<file path="src/rtl/imm_fuse_pkg.sv">
// Shared encodings for the immediate prefix fusion unit.
package imm_fuse_pkg;
    typedef enum logic [1:0] {
        SZ_16  = 2'd0,
        SZ_32  = 2'd1,
        SZ_64  = 2'd2,
        SZ_BAD = 2'd3
    } imm_size_e;

    typedef enum logic [1:0] {
        FLT_NONE    = 2'd0,
        FLT_SEQ     = 2'd1,
        FLT_MISSING = 2'd2,
        FLT_SIZE    = 2'd3
    } fault_e;

    localparam int NUM_SLOTS = 2;
endpackage

</file>
<file path="src/rtl/imm_extender.sv">
// Extends a raw literal to DATA_W bits, keeping 16, 32 or 64 low bits.
// Assumes DATA_W >= 64. Size code 3 yields the 64-bit form; the controller
// rejects it separately.
module imm_extender #(
    parameter int DATA_W = 64
) (
    input  logic [1:0]        size,
    input  logic              signed_en,
    input  logic [DATA_W-1:0] raw,
    output logic [DATA_W-1:0] ext
);
    logic [DATA_W-1:0] cand [3];

    for (genvar g = 0; g < 3; g++) begin : g_width
        localparam int KB = 16 << g;
        if (KB >= DATA_W) begin : g_full
            assign cand[g] = raw;
        end else begin : g_part
            assign cand[g] = {{(DATA_W-KB){signed_en & raw[KB-1]}}, raw[KB-1:0]};
        end
    end

    // Select the candidate for the requested literal size.
    always_comb begin
        case (size)
            2'd0:    ext = cand[0];
            2'd1:    ext = cand[1];
            default: ext = cand[2];
        endcase
    end
endmodule

</file>
<file path="src/rtl/creg_bank.sv">
// Two decoder-local constant slots, each with a valid bit, and the address
// of the prefix that opened the group. Slots fill in order. The writer must
// not write while both are full.
module creg_bank #(
    parameter int DATA_W = 64,
    parameter int PC_W   = 32
) (
    input  logic              clk,
    input  logic              rst_n,
    input  logic              clear,
    input  logic              wr_en,
    input  logic [DATA_W-1:0] wr_data,
    input  logic [PC_W-1:0]   wr_pc,
    output logic [1:0]        cval,
    output logic [DATA_W-1:0] creg [2],
    output logic [PC_W-1:0]   grp_pc
);
    logic wr_slot;
    assign wr_slot = cval[0];

    for (genvar s = 0; s < 2; s++) begin : g_slot
        // Load the slot when it is next in order; drop it on clear.
        always_ff @(posedge clk) begin
            if (!rst_n) begin
                cval[s] <= 1'b0;
                creg[s] <= '0;
            end else if (clear) begin
                cval[s] <= 1'b0;
            end else if (wr_en && (wr_slot == 1'(s))) begin
                cval[s] <= 1'b1;
                creg[s] <= wr_data;
            end
        end
    end

    // Remember the address of the first prefix in the group.
    always_ff @(posedge clk) begin
        if (!rst_n)                  grp_pc <= '0;
        else if (wr_en && !cval[0])  grp_pc <= wr_pc;
    end
endmodule

</file>
<file path="src/rtl/fuse_ctrl.sv">
// Combinational sequencing for one decoded instruction per cycle. It decides
// whether to stash, fuse or fault, and which address to report.
module fuse_ctrl
    import imm_fuse_pkg::*;
#(
    parameter int PC_W = 32
) (
    input  logic            flush,
    input  logic            in_valid,
    input  logic            in_is_prefix,
    input  logic [1:0]      pfx_size,
    input  logic [1:0]      cons_need,
    input  logic [PC_W-1:0] in_pc,
    input  logic [1:0]      cval,
    input  logic [PC_W-1:0] grp_pc,
    output logic            wr_en,
    output logic            clear,
    output logic            emit_fused,
    output logic            emit_fault,
    output fault_e          fcode,
    output logic [PC_W-1:0] rep_pc
);
    logic [1:0] nfill;
    assign nfill = {1'b0, cval[0]} + {1'b0, cval[1]};

    // Classify the current slot and choose the action.
    always_comb begin
        wr_en      = 1'b0;
        clear      = 1'b0;
        emit_fused = 1'b0;
        emit_fault = 1'b0;
        fcode      = FLT_NONE;
        rep_pc     = cval[0] ? grp_pc : in_pc;
        if (flush) begin
            clear = 1'b1;
        end else if (in_valid) begin
            if (in_is_prefix) begin
                if (imm_size_e'(pfx_size) == SZ_BAD) begin
                    emit_fault = 1'b1;
                    fcode      = FLT_SIZE;
                    clear      = 1'b1;
                end else if (cval[1]) begin
                    emit_fault = 1'b1;
                    fcode      = FLT_SEQ;
                    clear      = 1'b1;
                end else begin
                    wr_en = 1'b1;
                end
            end else begin
                clear = 1'b1;
                if (cons_need == 2'd3 || cons_need > nfill) begin
                    emit_fault = 1'b1;
                    fcode      = FLT_MISSING;
                end else if (cons_need < nfill) begin
                    emit_fault = 1'b1;
                    fcode      = FLT_SEQ;
                end else begin
                    emit_fused = 1'b1;
                end
            end
        end
    end
endmodule

</file>
<file path="src/rtl/imm_fuse_unit.sv">
// Top of the immediate prefix fusion unit. Prefixes stash extended literals
// in two slots. The next consumer issues as one fused operation at the
// group's first address, or faults. Outputs are registered and change on
// the edge that samples the instruction.
module imm_fuse_unit
    import imm_fuse_pkg::*;
#(
    parameter int DATA_W = 64,
    parameter int PC_W   = 32,
    parameter int OP_W   = 8
) (
    input  logic              clk,
    input  logic              rst_n,
    input  logic              flush,
    input  logic              in_valid,
    input  logic              in_is_prefix,
    input  logic [PC_W-1:0]   in_pc,
    input  logic [1:0]        pfx_size,
    input  logic              pfx_signed,
    input  logic [DATA_W-1:0] pfx_literal,
    input  logic [OP_W-1:0]   cons_op,
    input  logic [1:0]        cons_need,
    output logic              fused_valid,
    output logic [OP_W-1:0]   fused_op,
    output logic [PC_W-1:0]   fused_pc,
    output logic [DATA_W-1:0] fused_imm0,
    output logic [DATA_W-1:0] fused_imm1,
    output logic              fault_valid,
    output logic [1:0]        fault_code,
    output logic [PC_W-1:0]   fault_pc
);
    logic [DATA_W-1:0] ext_val;
    logic [1:0]        cval;
    logic [DATA_W-1:0] creg [2];
    logic [PC_W-1:0]   grp_pc;
    logic              wr_en, clear, emit_fused, emit_fault;
    fault_e            fcode;
    logic [PC_W-1:0]   rep_pc;

    imm_extender #(.DATA_W(DATA_W)) u_ext (
        .size(pfx_size), .signed_en(pfx_signed), .raw(pfx_literal), .ext(ext_val)
    );

    creg_bank #(.DATA_W(DATA_W), .PC_W(PC_W)) u_bank (
        .clk(clk), .rst_n(rst_n), .clear(clear), .wr_en(wr_en),
        .wr_data(ext_val), .wr_pc(in_pc), .cval(cval), .creg(creg), .grp_pc(grp_pc)
    );

    fuse_ctrl #(.PC_W(PC_W)) u_ctrl (
        .flush(flush), .in_valid(in_valid), .in_is_prefix(in_is_prefix),
        .pfx_size(pfx_size), .cons_need(cons_need), .in_pc(in_pc),
        .cval(cval), .grp_pc(grp_pc), .wr_en(wr_en), .clear(clear),
        .emit_fused(emit_fused), .emit_fault(emit_fault), .fcode(fcode), .rep_pc(rep_pc)
    );

    // Register the fused operation and its immediates.
    always_ff @(posedge clk) begin
        if (!rst_n) begin
            fused_valid <= 1'b0;
            fused_op    <= '0;
            fused_pc    <= '0;
            fused_imm0  <= '0;
            fused_imm1  <= '0;
        end else begin
            fused_valid <= emit_fused;
            if (emit_fused) begin
                fused_op   <= cons_op;
                fused_pc   <= rep_pc;
                fused_imm0 <= (cons_need >= 2'd1) ? creg[0] : '0;
                fused_imm1 <= (cons_need == 2'd2) ? creg[1] : '0;
            end
        end
    end

    // Register the fault report.
    always_ff @(posedge clk) begin
        if (!rst_n) begin
            fault_valid <= 1'b0;
            fault_code  <= 2'd0;
            fault_pc    <= '0;
        end else begin
            fault_valid <= emit_fault;
            if (emit_fault) begin
                fault_code <= fcode;
                fault_pc   <= rep_pc;
            end
        end
    end
endmodule

</file>
<file path="config.mk">
export PLATFORM = sky130hd
export DESIGN_NAME = imm_fuse_unit
export DESIGN_NICKNAME = d
export VERILOG_FILES = /design/src/rtl/imm_fuse_pkg.sv /design/src/rtl/imm_extender.sv /design/src/rtl/creg_bank.sv /design/src/rtl/fuse_ctrl.sv /design/src/rtl/imm_fuse_unit.sv
export SDC_FILE = /design/constraint.sdc
export NUM_CORES = 1
export LEC_CHECK = 0
export ABC_AREA = 1
export CAP_MARGIN = 30
export CORE_ASPECT_RATIO = 1.25
export CORE_UTILIZATION = 30
export CTS_CLUSTER_SIZE = 10
export DETAILED_ROUTE_END_ITERATION = 12
export DONT_BUFFER_PORTS = 1
export HOLD_SLACK_MARGIN = 0.05
export SETUP_SLACK_MARGIN = 0.1
export SYNTH_ARGS = -nofsm -noshare
export SYNTH_HDL_FRONTEND = slang
export SYNTH_SLANG_ARGS = --single-unit
</file>
<file path="constraint.sdc">
create_clock -name clk -period 2.9 [get_ports clk]
set_clock_uncertainty 0.05 [all_clocks]
set_input_delay 0.435 -clock clk [delete_from_list [all_inputs] [get_ports clk]]
set_output_delay 0.435 -clock clk [all_outputs]
set_load 0.01 [all_outputs]
</file>
---- Word-level counts from Yosys, hierarchy flattened ----
Index checks and enable logic that the tools add are counted.
storage, ports and cells
  bits in registers ....................... 366
  output and inout bits ................... 204
  logic and storage cells ................. 66
operators by class
  $add $sub $neg .......................... 1
  magnitude comparators ................... 3
  equal/unequal tests ..................... 4
  muxes and demuxes ....................... 31
  bitwise operators ....................... 5
  reductions and logical operators ........ 9
operator list
  operator                                             number
  two-way mux 64 bit                                   2
  case mux 64 bit (2 select lines)                     1
  two-way mux 32 bit                                   1
  two-way mux 1 bit                                    22
  two-way mux 2 bit                                    5
  equality test 2 bit, second input constant           3
  AND reduction 2 bit                                  2
  logical AND 1 bit                                    3
  NOT 1 bit                                            3
  adder 1 x 1 -> 2 bit                                 1
  bitwise AND 1 bit                                    2
  equality test 2 x 1 -> 1 bit, second input constant  1
  >= comparator 2 x 1 -> 1 bit, second input constant  1
  > comparator 2 bit                                   1
  logical NOT 2 bit                                    1
  < comparator 2 bit                                   1
  OR reduction 2 bit                                   1
  logical NOT 1 bit                                    1
  logical OR 1 bit                                     1

---- Longest topological paths before layout ----
Gate-level depths: netlist of the first run.
  depth after elaboration ................. 7
  mapped depth ............................ 12

---- By module ----
A second synthesis of the first run with hierarchy kept.
second synthesis, totals
  cell total of the unflattened synthesis .. 2075
  area, all modules ....................... 15367.2 um^2
modules (own cells, without submodules)
  module         times used  cells each  area an instance (um^2)
  imm_fuse_unit  1           910         7522.2
  creg_bank      1           961         6453.7
  fuse_ctrl      1           69          708.2
  imm_extender   1           135         683.2

---- Least setup slack after synthesis of the first run ----
OpenSTA, ideal clock, no wires.
  kind .................................... reg2reg
  start point ............................. register u_bank.cval[0], in the netlist u_bank.wr_slot
  end point ............................... register fused_imm0[10]
  library setup time ...................... 0.114 ns
  data arrival time ....................... 1.805 ns
  data required time ...................... 2.736 ns
  setup slack ............................. 0.931 ns
  cell stages (with the launch flop) ...... 12
  buffers on the path ..................... 2
  clock period less this slack ............ 1.969 ns
  cell sequence ........................... dfxtp_1 ha_1 inv_1 ha_1 nand2_1 nand3_1 nand2_2 nand3b_2 buf_2 buf_2 nand3_1 nand2_1
between the ends
  cells in the longest elaborated chain, start to end .. 7
  elaborated cells on any way between the ends .. 9
  classes of those cells .................. 1 x add/sub; 2 x order compare; 5 x mux; 1 x reduce/logical
ends and longest elaborated chain
  what                                                      line                              RTL
  start: declaration                                        creg_bank.sv:14                   output logic [1:0] cval,
  start signal: indexed assignment                          creg_bank.sv:25                   cval[s] <= 1'b0;
  start signal: indexed assignment                          creg_bank.sv:28                   cval[s] <= 1'b0;
  start signal: indexed assignment                          creg_bank.sv:30                   cval[s] <= 1'b1;
  adder 1 x 1 -> 2 bit (*)                                  fuse_ctrl.sv:24                   assign nfill = {1'b0, cval[0]} + {1'b0, cval[1]};
  < comparator 2 bit or > comparator 2 bit (tied branches)  fuse_ctrl.sv:54, fuse_ctrl.sv:51
  two-way mux 1 bit or logical OR 1 bit (tied branches)     fuse_ctrl.sv:54, fuse_ctrl.sv:51
  two-way mux 1 bit (*)                                     fuse_ctrl.sv:51                   if (cons_need == 2'd3 || cons_need > nfill) begin
  two-way mux 1 bit (*)                                     fuse_ctrl.sv:37                   if (in_is_prefix) begin
  two-way mux 1 bit (*)                                     fuse_ctrl.sv:36                   end else if (in_valid) begin
  two-way mux 1 bit (*)                                     fuse_ctrl.sv:34                   if (flush) begin
  end signal: assignment                                    imm_fuse_unit.sv:69               fused_imm0 <= (cons_need >= 2'd1) ? creg[0] : '0;
  end: declaration                                          imm_fuse_unit.sv:26               output logic [DATA_W-1:0] fused_imm0,
Mark *: on every way between the ends. The rest lies on a longest branch, timed or not.
A chain may end at the register's enable or synchronous reset.

---- Final worst setup path of the first run ----
  start point ............................. input flush
  end point ............................... register u_bank.creg[53] in the netlist's numbering
between the ends
  cells in the longest elaborated chain, start to end .. 3
  elaborated cells on any way between the ends .. 5
  classes of those cells .................. 2 x mux; 1 x bitwise; 2 x reduce/logical
ends and longest elaborated chain
  what                                            line                 RTL
  start: declaration                              imm_fuse_unit.sv:14  input logic flush,
  two-way mux 1 bit                               fuse_ctrl.sv:34
  logical AND 1 bit or NOT 1 bit (tied branches)  -
  AND reduction 2 bit (no source line) (*)        -
  end signal: indexed assignment                  creg_bank.sv:31      creg[s] <= wr_data;
  end: declaration                                creg_bank.sv:15      output logic [DATA_W-1:0] creg [2],
Marked as above.

==> flow_summary.yaml, run 1 <==
status:
  status: "complete, no violations"
clock_network:
  path_clk_slew_ps: 60
  cts_sinks: 366
  insertion_delay_ps: 560
  cts_root_buffer: "clkbuf_16"
  clock_path_buffers: 3
  cts-buffers-inserted: 44
  cts_tree: "built"
  htree_num_levels: 2
pwr:
  net-switching-power_mw: 2.69
  p_per_area_nw_per_um2: 611
  clkPwrFrac_pct: 45.8
  p_sw_share_pct: 24.1
  p_int_mw: 8.47
  ir_worst_vdd_v: 0.000358
  leakage_nw: 7.80
  power_frac_comb_pct: 7.4
  p_seq_share_pct: 46.7
grt:
  overflow: 0
  track_usage_pct: 20.1
  grt_max_degree: 133
  grt_pass1_vias: 13800
  antenna_found_initial: 5
  grt_pass1_wl_um: 80700
setup_path:
  arrival_ps: 3160
  cp_max_fo: 14
  crit_start: "flush"
  r2r-end: "fused_imm0[47]$_SDFFE_PN0P_"
  cp.required_ps: 3350
  r2r_slack_ps: 230
  crit_type: "in -> reg"
  r2r-start: "u_bank.cval[1]$_SDFFE_PP0P_"
  critPathLaunchType: "primary input"
  ff2ff_path_depth: 11
  endpoint_kind: "flop"
routing:
  routedWlPerCell_um: 19.0
  drcViolationCount: 0
  drt_wl_total_um: 53900
  drtIter0Drc: 1104
  num_vias: 14300
  first_pass_iters: 5
  vias_per_cell: 5.04
  ant_nets: 0
logic_synthesis:
  synth_nets: 2239
  synth_area_um2: 15100
  synth.avg_cell_area_um2: 7.11
  seq_area_frac_synth_pct: 48.6
  ys_seq_elements: 366
  synth_cell_types: 26
  synthesis.instances: 2122
  yosysWarnings: 0
hold_path:
  whs_path_depth: 2
  holdPathEnd: "u_bank.creg[52]$_SDFFE_PN0P_"
  worstHoldStart: "pfx_literal[52]"
  worstHoldPathType: "in -> reg"
floorplan:
  initial_core_util_pct: 30.5
  die_w_um: 203
  die_h_um: 253
  row_count: 91
  ioPinCount: 318
  core_area_um2: 49500
  dieArea_um2: 51200
placed_design:
  hpwl_um: 28900
  pre_cts_slack_ps: 536
  dp.cells: 2622
  gp_congestion: 0.840
  port_buffers: 0
  dpl_cell_area_um2: 15300
cells_and_area:
  stdcell_count: 2835
  stdcell_area_um2: 18300
  fill_cells: 5206
  drive_gt1_share_pct: 6.10
  synthToLayoutAreaGrowth_pct: 21.0
  nets: 2288
sta:
  finalSetupViolCount: 0
  fin_crit_ps: 2720
  rsz0062_at_grt: "true"
  maxSlewViolCount: 0
  setup_tns_ps: 0
  worstMarginPinSlew_ps: 956
  hold_violations: 0
  max_freq_ghz: 0.368
  max-slew-margin-rel_pct: 36.0
  finalCritPeriodShare_pct: 93.7
  setup_slack_ps: 182
flow_run:
  drv_cap: 0
## power by group through the flow
stage | logic [mW] | registers (mW) | clock network (mW)
floorplan | 0.516 | 5.30 | 0
detailed placement | 0.527 | 5.32 | 0
finish | 0.827 | 5.21 | 5.11
CTS | 0.817 | 5.21 | 5.24
global placement | 0.516 | 5.32 | 0
global route | 0.915 | 5.22 | 5.42
## worst max-delay path, cell delays in order
cell and delay, ps:
dlygate4sd3_1 570, inv_2 60, nand2_1 160, nor2_4 220
nand2_2 280, nand2_1 150, nand2_1 50, dlygate4sd3_1 550
a21oi_1 130, dlygate4sd3_1 570
## area by class of cell
| cell class | instances | area (um2) | share of cell area [%] |
|---|---|---|---|
| Timing Repair Buffer | 174 | 1870 | 10.2 |
| Tap cell | 651 | 815 | 4.46 |
| Sequential cell | 366 | 7330 | 40.1 |
| Multi-Input combinational cell | 1412 | 6320 | 34.6 |
| Antenna cell | 5 | 12.5 | 0.0685 |
| Inverter | 173 | 651 | 3.56 |
| Clock inverter | 4 | 70.1 | 0.384 |
| Clock buffer | 50 | 1190 | 6.55 |
## metal layers
metal | wire length [um] | vias to the layer above | GRT usage (%)
met5 | 0 | - | 0
met4 | 1760 | 0 | 7.95
met3 | 4690 | 111 | 5.93
met2 | 25300 | 580 | 33.7
met1 | 22100 | 6749 | 24.0
li1 | - | 6845 | -
## timing repair
item	CTS	global route
hold buffers	145	0
endpoints found under the hold margin	207	0
buffers inserted	0	6
resized for setup	0	3
setup endpoints to repair	0	20
## sequential cells by signal, summed over array words and instances, names as in the netlist
name / cells
fused_imm1: 64
fused_imm0: 64
fault_pc: 32
u_bank.cval: 1
u_bank.wr_slot: 1
fault_code: 2
fused_valid: 1
fused_pc: 32
u_bank.creg: 128
fused_op: 8
fault_valid: 1
u_bank.grp_pc: 32
## worst max path at each step
stage | end | cells past startpoint
floorplan | fused_imm0[10]$_SDFFE_PN0P_ | 11
global route | u_bank.creg[53]$_SDFFE_PN0P_ | 10
global placement | fused_imm1[19]$_SDFFE_PN0P_ | 9
detailed placement | u_bank.creg[121]$_SDFFE_PN0P_ | 7
CTS | fused_imm1[45]$_SDFFE_PN0P_ | 12
finish | u_bank.creg[53]$_SDFFE_PN0P_ | 10
## Yosys cell counts
cell	number	share of area (%)
or2_2	24	1.0
clkbuf_2	1	0.033
buf_4	8	0.40
nand3_1	375	12
inv_1	169	4.2
nor2_2	1	0.041
nor2_1	357	8.9
inv_2	4	0.099
nand3_2	2	0.13
o21ai_0	134	4.4
buf_6	11	0.82
buf_2	53	1.8
ha_1	3	0.25
nand3b_2	1	0.075
nand2_2	2	0.083
buf_1	4	0.099
nor2_4	2	0.15
o21ai_1	10	0.33
or2_0	8	0.33
a21oi_2	1	0.058
nand2_1	356	8.9
a21oi_1	131	4.3
nand4_1	2	0.083
clkbuf_1	95	2.4
nand2_4	2	0.15
dfxtp_1	366	49
## cell usage in the layout (no fill, tap or decap), types with 2 or more instances in the layout
| cell type | instances |
|---|---|
| clkinv_2 | 3 |
| or2_2 | 24 |
| inv_1 | 169 |
| nand2_4 | 2 |
| ha_1 | 3 |
| or2_0 | 8 |
| nand3_1 | 375 |
| nand3_2 | 2 |
| diode_2 | 5 |
| dfxtp_1 | 366 |
| dlygate4sd3_1 | 137 |
| nand2_1 | 355 |
| clkbuf_8 | 5 |
| clkbuf_16 | 46 |
| buf_6 | 3 |
| nand2_2 | 3 |
| buf_4 | 19 |
| a21oi_1 | 131 |
| nor2_4 | 4 |
| nor2_1 | 356 |
| buf_12 | 12 |
| bufinv_16 | 2 |
| inv_2 | 3 |
| nand4_1 | 2 |
| buf_16 | 2 |
| o21ai_0 | 134 |
| o21ai_1 | 10 |
## stage by stage
step,hold slack [ps],utilization [%],power [mW]
floorplan,397,-,5.82
global placement,405,31.0,5.84
detailed placement,416,31.0,5.85
CTS,52.8,36.7,11.3
global route,77.0,36.9,11.6
finish,88.9,36.9,11.2
## cell families (layout without fill, tap and decap cells)
kind of cell / after synthesis / after routing / synth area share, %
buffers and inverters: 345 / 401 / 9.78
DFF: 366 / 366 / 48.6
AOI/OAI and AO/OA: 276 / 276 / 9.18
and+or+nand+nor: 1132 / 1133 / 32.2
adders and majority gates: 3 / 3 / 0.249
other: 0 / 5 / 0
(Power assumes the default switching activity.)
==> run 2, diff against run 1 <==
- CORE_ASPECT_RATIO: 1.25 -> not set
==> flow_summary.yaml, run 2 (synthesis results as in run 1) <==
status:
  status: "complete, no violations"
routing:
  first_pass_iters: 7
  vias_per_cell: 5.01
  drcViolationCount: 0
  drtIter0Drc: 1030
  drt_wl_total_um: 52400
  routedWlPerCell_um: 17.2
  num_vias: 15200
  ant_nets: 0
floorplan:
  dieArea_um2: 51200
  die_h_um: 226
  row_count: 81
  core_area_um2: 49300
  initial_core_util_pct: 30.6
  ioPinCount: 318
  die_w_um: 226
grt:
  grt_max_degree: 241
  antenna_found_initial: 2
  grt_pass1_vias: 14900
  track_usage_pct: 19.3
  overflow: 0
  grt_pass1_wl_um: 78900
placed_design:
  port_buffers: 0
  dpl_cell_area_um2: 15400
  gp_congestion: 0.816
  hpwl_um: 28000
  pre_cts_slack_ps: 511
clock_network:
  htree_num_levels: 2
  cts_root_buffer: "clkbuf_16"
  cts_tree: "built"
  cts-buffers-inserted: 44
  path_clk_slew_ps: 60
  cts_sinks: 366
  clock_path_buffers: 3
  insertion_delay_ps: 560
pwr:
  ir_worst_vdd_v: 0.000391
  leakage_nw: 8.40
  p_per_area_nw_per_um2: 550
setup_path:
  arrival_ps: 3220
  path_common_cell: "ha_1"
  cp_max_fo: 29
  r2r-end: "fused_pc[7]$_SDFFE_PN0P_"
  cp-endpoint: "fused_pc[7]$_SDFFE_PN0P_"
  r2r_slack_ps: 130
  cp_slowest_cell: "dlygate4sd3_1"
  r2r-start: "u_bank.cval[1]$_SDFFE_PP0P_"
  endpoint_kind: "flop"
  critPathLaunchType: "flop"
  ff2ff_path_depth: 12
  crit_start: "u_bank.cval[1]$_SDFFE_PP0P_"
  cp.required_ps: 3350
  cp_slowest_stage_delay_ps: 580
  path_cells: "ha_1 > ha_1 > inv_1 > nand2_2 > a21oi_4 > nand2_4 > nor2_4 > buf_4 > clkbuf_16 > nand3_1 > dlygate4sd3_1 > nand2_1"
  crit_type: "reg -> reg"
sta:
  finalCritPeriodShare_pct: 95.7
  setup_slack_ps: 126
  fin_crit_ps: 2770
  max-slew-margin-rel_pct: 43.0
  maxSlewViolCount: 0
  hold_violations: 0
  rsz0062_at_grt: "true"
  setup_tns_ps: 0
  worstMarginPinSlew_ps: 851
  finalSetupViolCount: 0
  max_freq_ghz: 0.360
flow_run:
  drv_cap: 0
cells_and_area:
  regMostFlops: "u_bank.creg"
  synthToLayoutAreaGrowth_pct: 34.4
  fin_util_pct: 41.2
  final_cell_mix: "nand3_1 (374), dfxtp_1 (366), nor2_1 (356), nand2_1 (353), dlygate4sd3_1 (336)"
  drive_gt1_share_pct: 5.38
  stdcell_area_um2: 20300
  nets: 2482
  num_antenna_cells: 0
  top_regs: "u_bank.creg x128, fused_imm0 x64, fused_imm1 x64"
  largest_reg_flops: 128
  mostFrequentLayoutCell: "nand3_1"
hold_path:
  worstHoldPathType: "in -> reg"
-- run 2: cell count changes in the layout (fill, tap and decap cells not counted), moves of 3 or more --
cell / change
dlygate4sd3_1: +199
clkbuf_1: +11
diode_2: -5
buf_12: -5
buf_4: -6
clkinv_2: -3
clkbuf_16: +4
-- run 2: worst min path at each step --
stage / start / to / slack (ps) / cells past startpoint
final: pfx_literal[58] / u_bank.creg[58]$_SDFFE_PN0P_ / 80 / 2
after global routing: pfx_size[1] / u_bank.creg[117]$_SDFFE_PN0P_ / 60 / 2
after CTS: pfx_size[1] / u_bank.creg[97]$_SDFFE_PN0P_ / 50 / 2
after detailed placement: u_bank.grp_pc[20]$_SDFFE_PN0P_ / u_bank.grp_pc[20]$_SDFFE_PN0P_ / 420 / 2
after global placement: u_bank.grp_pc[20]$_SDFFE_PN0P_ / u_bank.grp_pc[20]$_SDFFE_PN0P_ / 410 / 2
after floorplan: u_bank.grp_pc[23]$_SDFFE_PN0P_ / u_bank.grp_pc[23]$_SDFFE_PN0P_ / 400 / 2
-- run 2: worst max-delay path: cells and delay by family (launching register included) --
kind                       cells  cell delay (ps)
buffers and inverters          4             1040
and+or+nand+nor                5              550
adders and majority gates      2              490
DFF                            1              320
AOI/OAI and AO/OA              1              250
-- run 2: timing repair --
action                     CTS  global route
setup buffers                0             6
hold endpoints to repair   308             0
hold buffers               339             0
resized for setup            0            14
setup endpoints to repair    0           162
-- run 2: area by class of cell --
cell class,count,area (um2)
Fill cell,4961,29000
Sequential cell,366,7330
Multi-Input combinational cell,1412,6350
Timing Repair Buffer,368,3860
Clock buffer,60,1230
Tap cell,664,831
Inverter,173,652
Clock inverter,2,25.0
-- run 2: metrics by stage --
stage | total power [mW] | std cells | hold slack [ps]
after floorplan | 5.82 | 2122 | 397
after global placement | 5.84 | 2633 | 405
after detailed placement | 5.85 | 2633 | 416
after CTS | 11.2 | 3034 | 50.6
after global routing | 11.6 | 3045 | 63.9
final | 11.1 | 3045 | 80.7
-- run 2: routing by layer --
| metal | GRT usage, % | vias up | wire (um) |
|---|---|---|---|
| met1 | 22.0 | 7248 | 21100 |
| li1 | - | 7247 | - |
| met3 | 6.65 | 145 | 4860 |
| met2 | 32.8 | 604 | 24700 |
| met4 | 7.82 | 2 | 1800 |
| met5 | 0 | - | 11 |
-- run 2: report_power, final --
part           total, mW  switching, mW  internal (mW)
Combinational      0.924          0.506          0.418
Sequential          5.22         0.0819           5.14
Clock               5.01           2.08           2.92
Total               11.1           2.67           8.48
==> run 3, diff against run 2 <==
- CORE_MARGIN: not set -> 2
- CORE_UTILIZATION: 30 -> 68
- PLACE_DENSITY: not set -> 0.84
==> flow_summary.yaml, run 3 (synthesis results as in run 1) <==
floorplan:
  ioPinCount: 318
  core_area_um2: 21800
  die_h_um: 153
  row_count: 54
  initial_core_util_pct: 69.1
  dieArea_um2: 23400
  die_w_um: 153
clock_network:
  cts_root_buffer: "clkbuf_16"
  cts-buffers-inserted: 42
  cts_tree: "built"
  clock_path_buffers: 3
  htree_num_levels: 2
  cts_sinks: 366
  insertion_delay_ps: 530
  path_clk_slew_ps: 50
cells_and_area:
  nets: 2288
  top_regs: "u_bank.creg x128, fused_imm0 x64, fused_imm1 x64"
  final_cell_mix: "nand3_1 (374), dfxtp_1 (366), nor2_1 (356), nand2_1 (355), inv_1 (169)"
  stdcell_count: 2458
  regArea_um2: 7330
  stdcell_area_um2: 17700
  synthToLayoutAreaGrowth_pct: 17.6
  largest_reg_flops: 128
  drive_gt1_share_pct: 5.56
  multiInputGateArea_um2: 6340
  fill_cells: 1370
  regMostFlops: "u_bank.creg"
  mostFrequentLayoutCell: "nand3_1"
setup_path:
  cp.required_ps: 3310
  crit_type: "reg -> reg"
  cp_slowest_stage_delay_ps: 590
  arrival_ps: 3100
  cp-endpoint: "fused_imm0[17]$_SDFFE_PN0P_"
  ff2ff_path_depth: 13
  cp_slowest_cell: "dlygate4sd3_1"
  r2r-end: "fused_imm0[17]$_SDFFE_PN0P_"
  cp_max_fo: 23
  endpoint_kind: "flop"
  r2r_slack_ps: 220
  path_cells: "ha_1 > inv_1 > ha_1 > nand2_1 > nand3_2 > nand2_4 > nand2_4 > nor2_4 > buf_12 > buf_12 > nand3_1 > dlygate4sd3_1 > nand2_1"
  r2r-start: "u_bank.cval[1]$_SDFFE_PP0P_"
  crit_start: "u_bank.cval[1]$_SDFFE_PP0P_"
  critPathLaunchType: "flop"
routing:
  drt_wl_total_um: 47100
  drtIter0Drc: 1681
  vias_per_cell: 6.06
  routedWlPerCell_um: 19.2
  ant_nets: 0
  first_pass_iters: 6
  drcViolationCount: 0
  num_vias: 14900
placed_design:
  dp.cells: 2250
  gp_congestion: 0.839
  port_buffers: 0
  hpwl_um: 22900
  pre_cts_slack_ps: 651
  dpl_cell_area_um2: 14900
sta:
  max_freq_ghz: 0.373
  worstMarginPinSlew_ps: 853
  rsz0062_at_grt: "false"
  max-slew-margin-rel_pct: 43.1
  maxSlewViolCount: 0
  setup_slack_ps: 216
  hold_violations: 0
  finalCritPeriodShare_pct: 92.5
  setup_tns_ps: 0
  fin_crit_ps: 2680
  finalSetupViolCount: 0
grt:
  antenna_found_initial: 2
  track_usage_pct: 38.3
  grt_pass1_vias: 14400
  grt_pass1_wl_um: 73200
  grt_max_degree: 135
  overflow: 0
flow_run:
  drv_cap: 0
pwr:
  ir_worst_vdd_v: 0.000524
  leakage_nw: 7.67
  p_per_area_nw_per_um2: 599
hold_path:
  worstHoldPathType: "in -> reg"
status:
  status: "complete, no violations"
[run 3: repair_timing]
item	4_1_cts	5_1_grt
gates resized for setup	0	7
setup buffers	0	6
hold buffers	148	0
endpoints found under the hold margin	203	0
endpoints found under the setup margin	0	56
[run 3: power breakdown]
group | switching, mW | total [mW] | internal [mW] | leakage, nW
sequential | 0.0796 | 5.22 | 5.14 | 2.96
clock | 1.91 | 4.63 | 2.72 | 0.559
combinational | 0.500 | 0.776 | 0.275 | 4.15
total | 2.49 | 10.6 | 8.14 | 7.67
[run 3: cell type report]
class / count / area share, %
Sequential cell: 366 / 41.3
Multi-Input combinational cell: 1412 / 35.7
Timing Repair Buffer: 176 / 10.9
Clock buffer: 49 / 6.43
Inverter: 173 / 3.68
Tap cell: 280 / 1.97
Antenna cell: 2 / 0.0282
[run 3: worst min path at each step]
stage                                              start                              to  cells after the start
after CTS                                          rst_n    u_bank.creg[74]$_SDFFE_PN0P_                      2
after floorplan           u_bank.grp_pc[23]$_SDFFE_PN0P_  u_bank.grp_pc[23]$_SDFFE_PN0P_                      2
after global placement     u_bank.grp_pc[6]$_SDFFE_PN0P_   u_bank.grp_pc[6]$_SDFFE_PN0P_                      2
after detailed placement  u_bank.grp_pc[17]$_SDFFE_PN0P_  u_bank.grp_pc[17]$_SDFFE_PN0P_                      2
after global routing                               rst_n    u_bank.creg[74]$_SDFFE_PN0P_                      2
final                                              rst_n    u_bank.creg[74]$_SDFFE_PN0P_                      2
[run 3: through the flow]
step | util (%) | power, mW | hold slack (ps)
3_3_place_gp | 68.2 | 5.82 | 406
5_1_grt | 81.3 | 10.9 | 42.9
2_1_floorplan | - | 5.82 | 397
4_1_cts | 80.6 | 10.6 | 50.2
3_5_place_dp | 68.2 | 5.83 | 416
6_report | 81.3 | 10.6 | 56.8
[run 3: routing by layer]
metal	track usage [%]	vias up	share of wire, %
met4	21.5	0	5.8
met3	13.1	235	12
met5	0	-	0
met2	63.2	901	47
met1	43.5	6915	35
li1	-	6845	-
[run 3: critical path, delay by kind of cell, from the launching register on]
family	cells	cell delay, ps
adders and majority gates	2	440
buffers and inverters	4	980
DFF	1	340
and+or+nand+nor	7	810
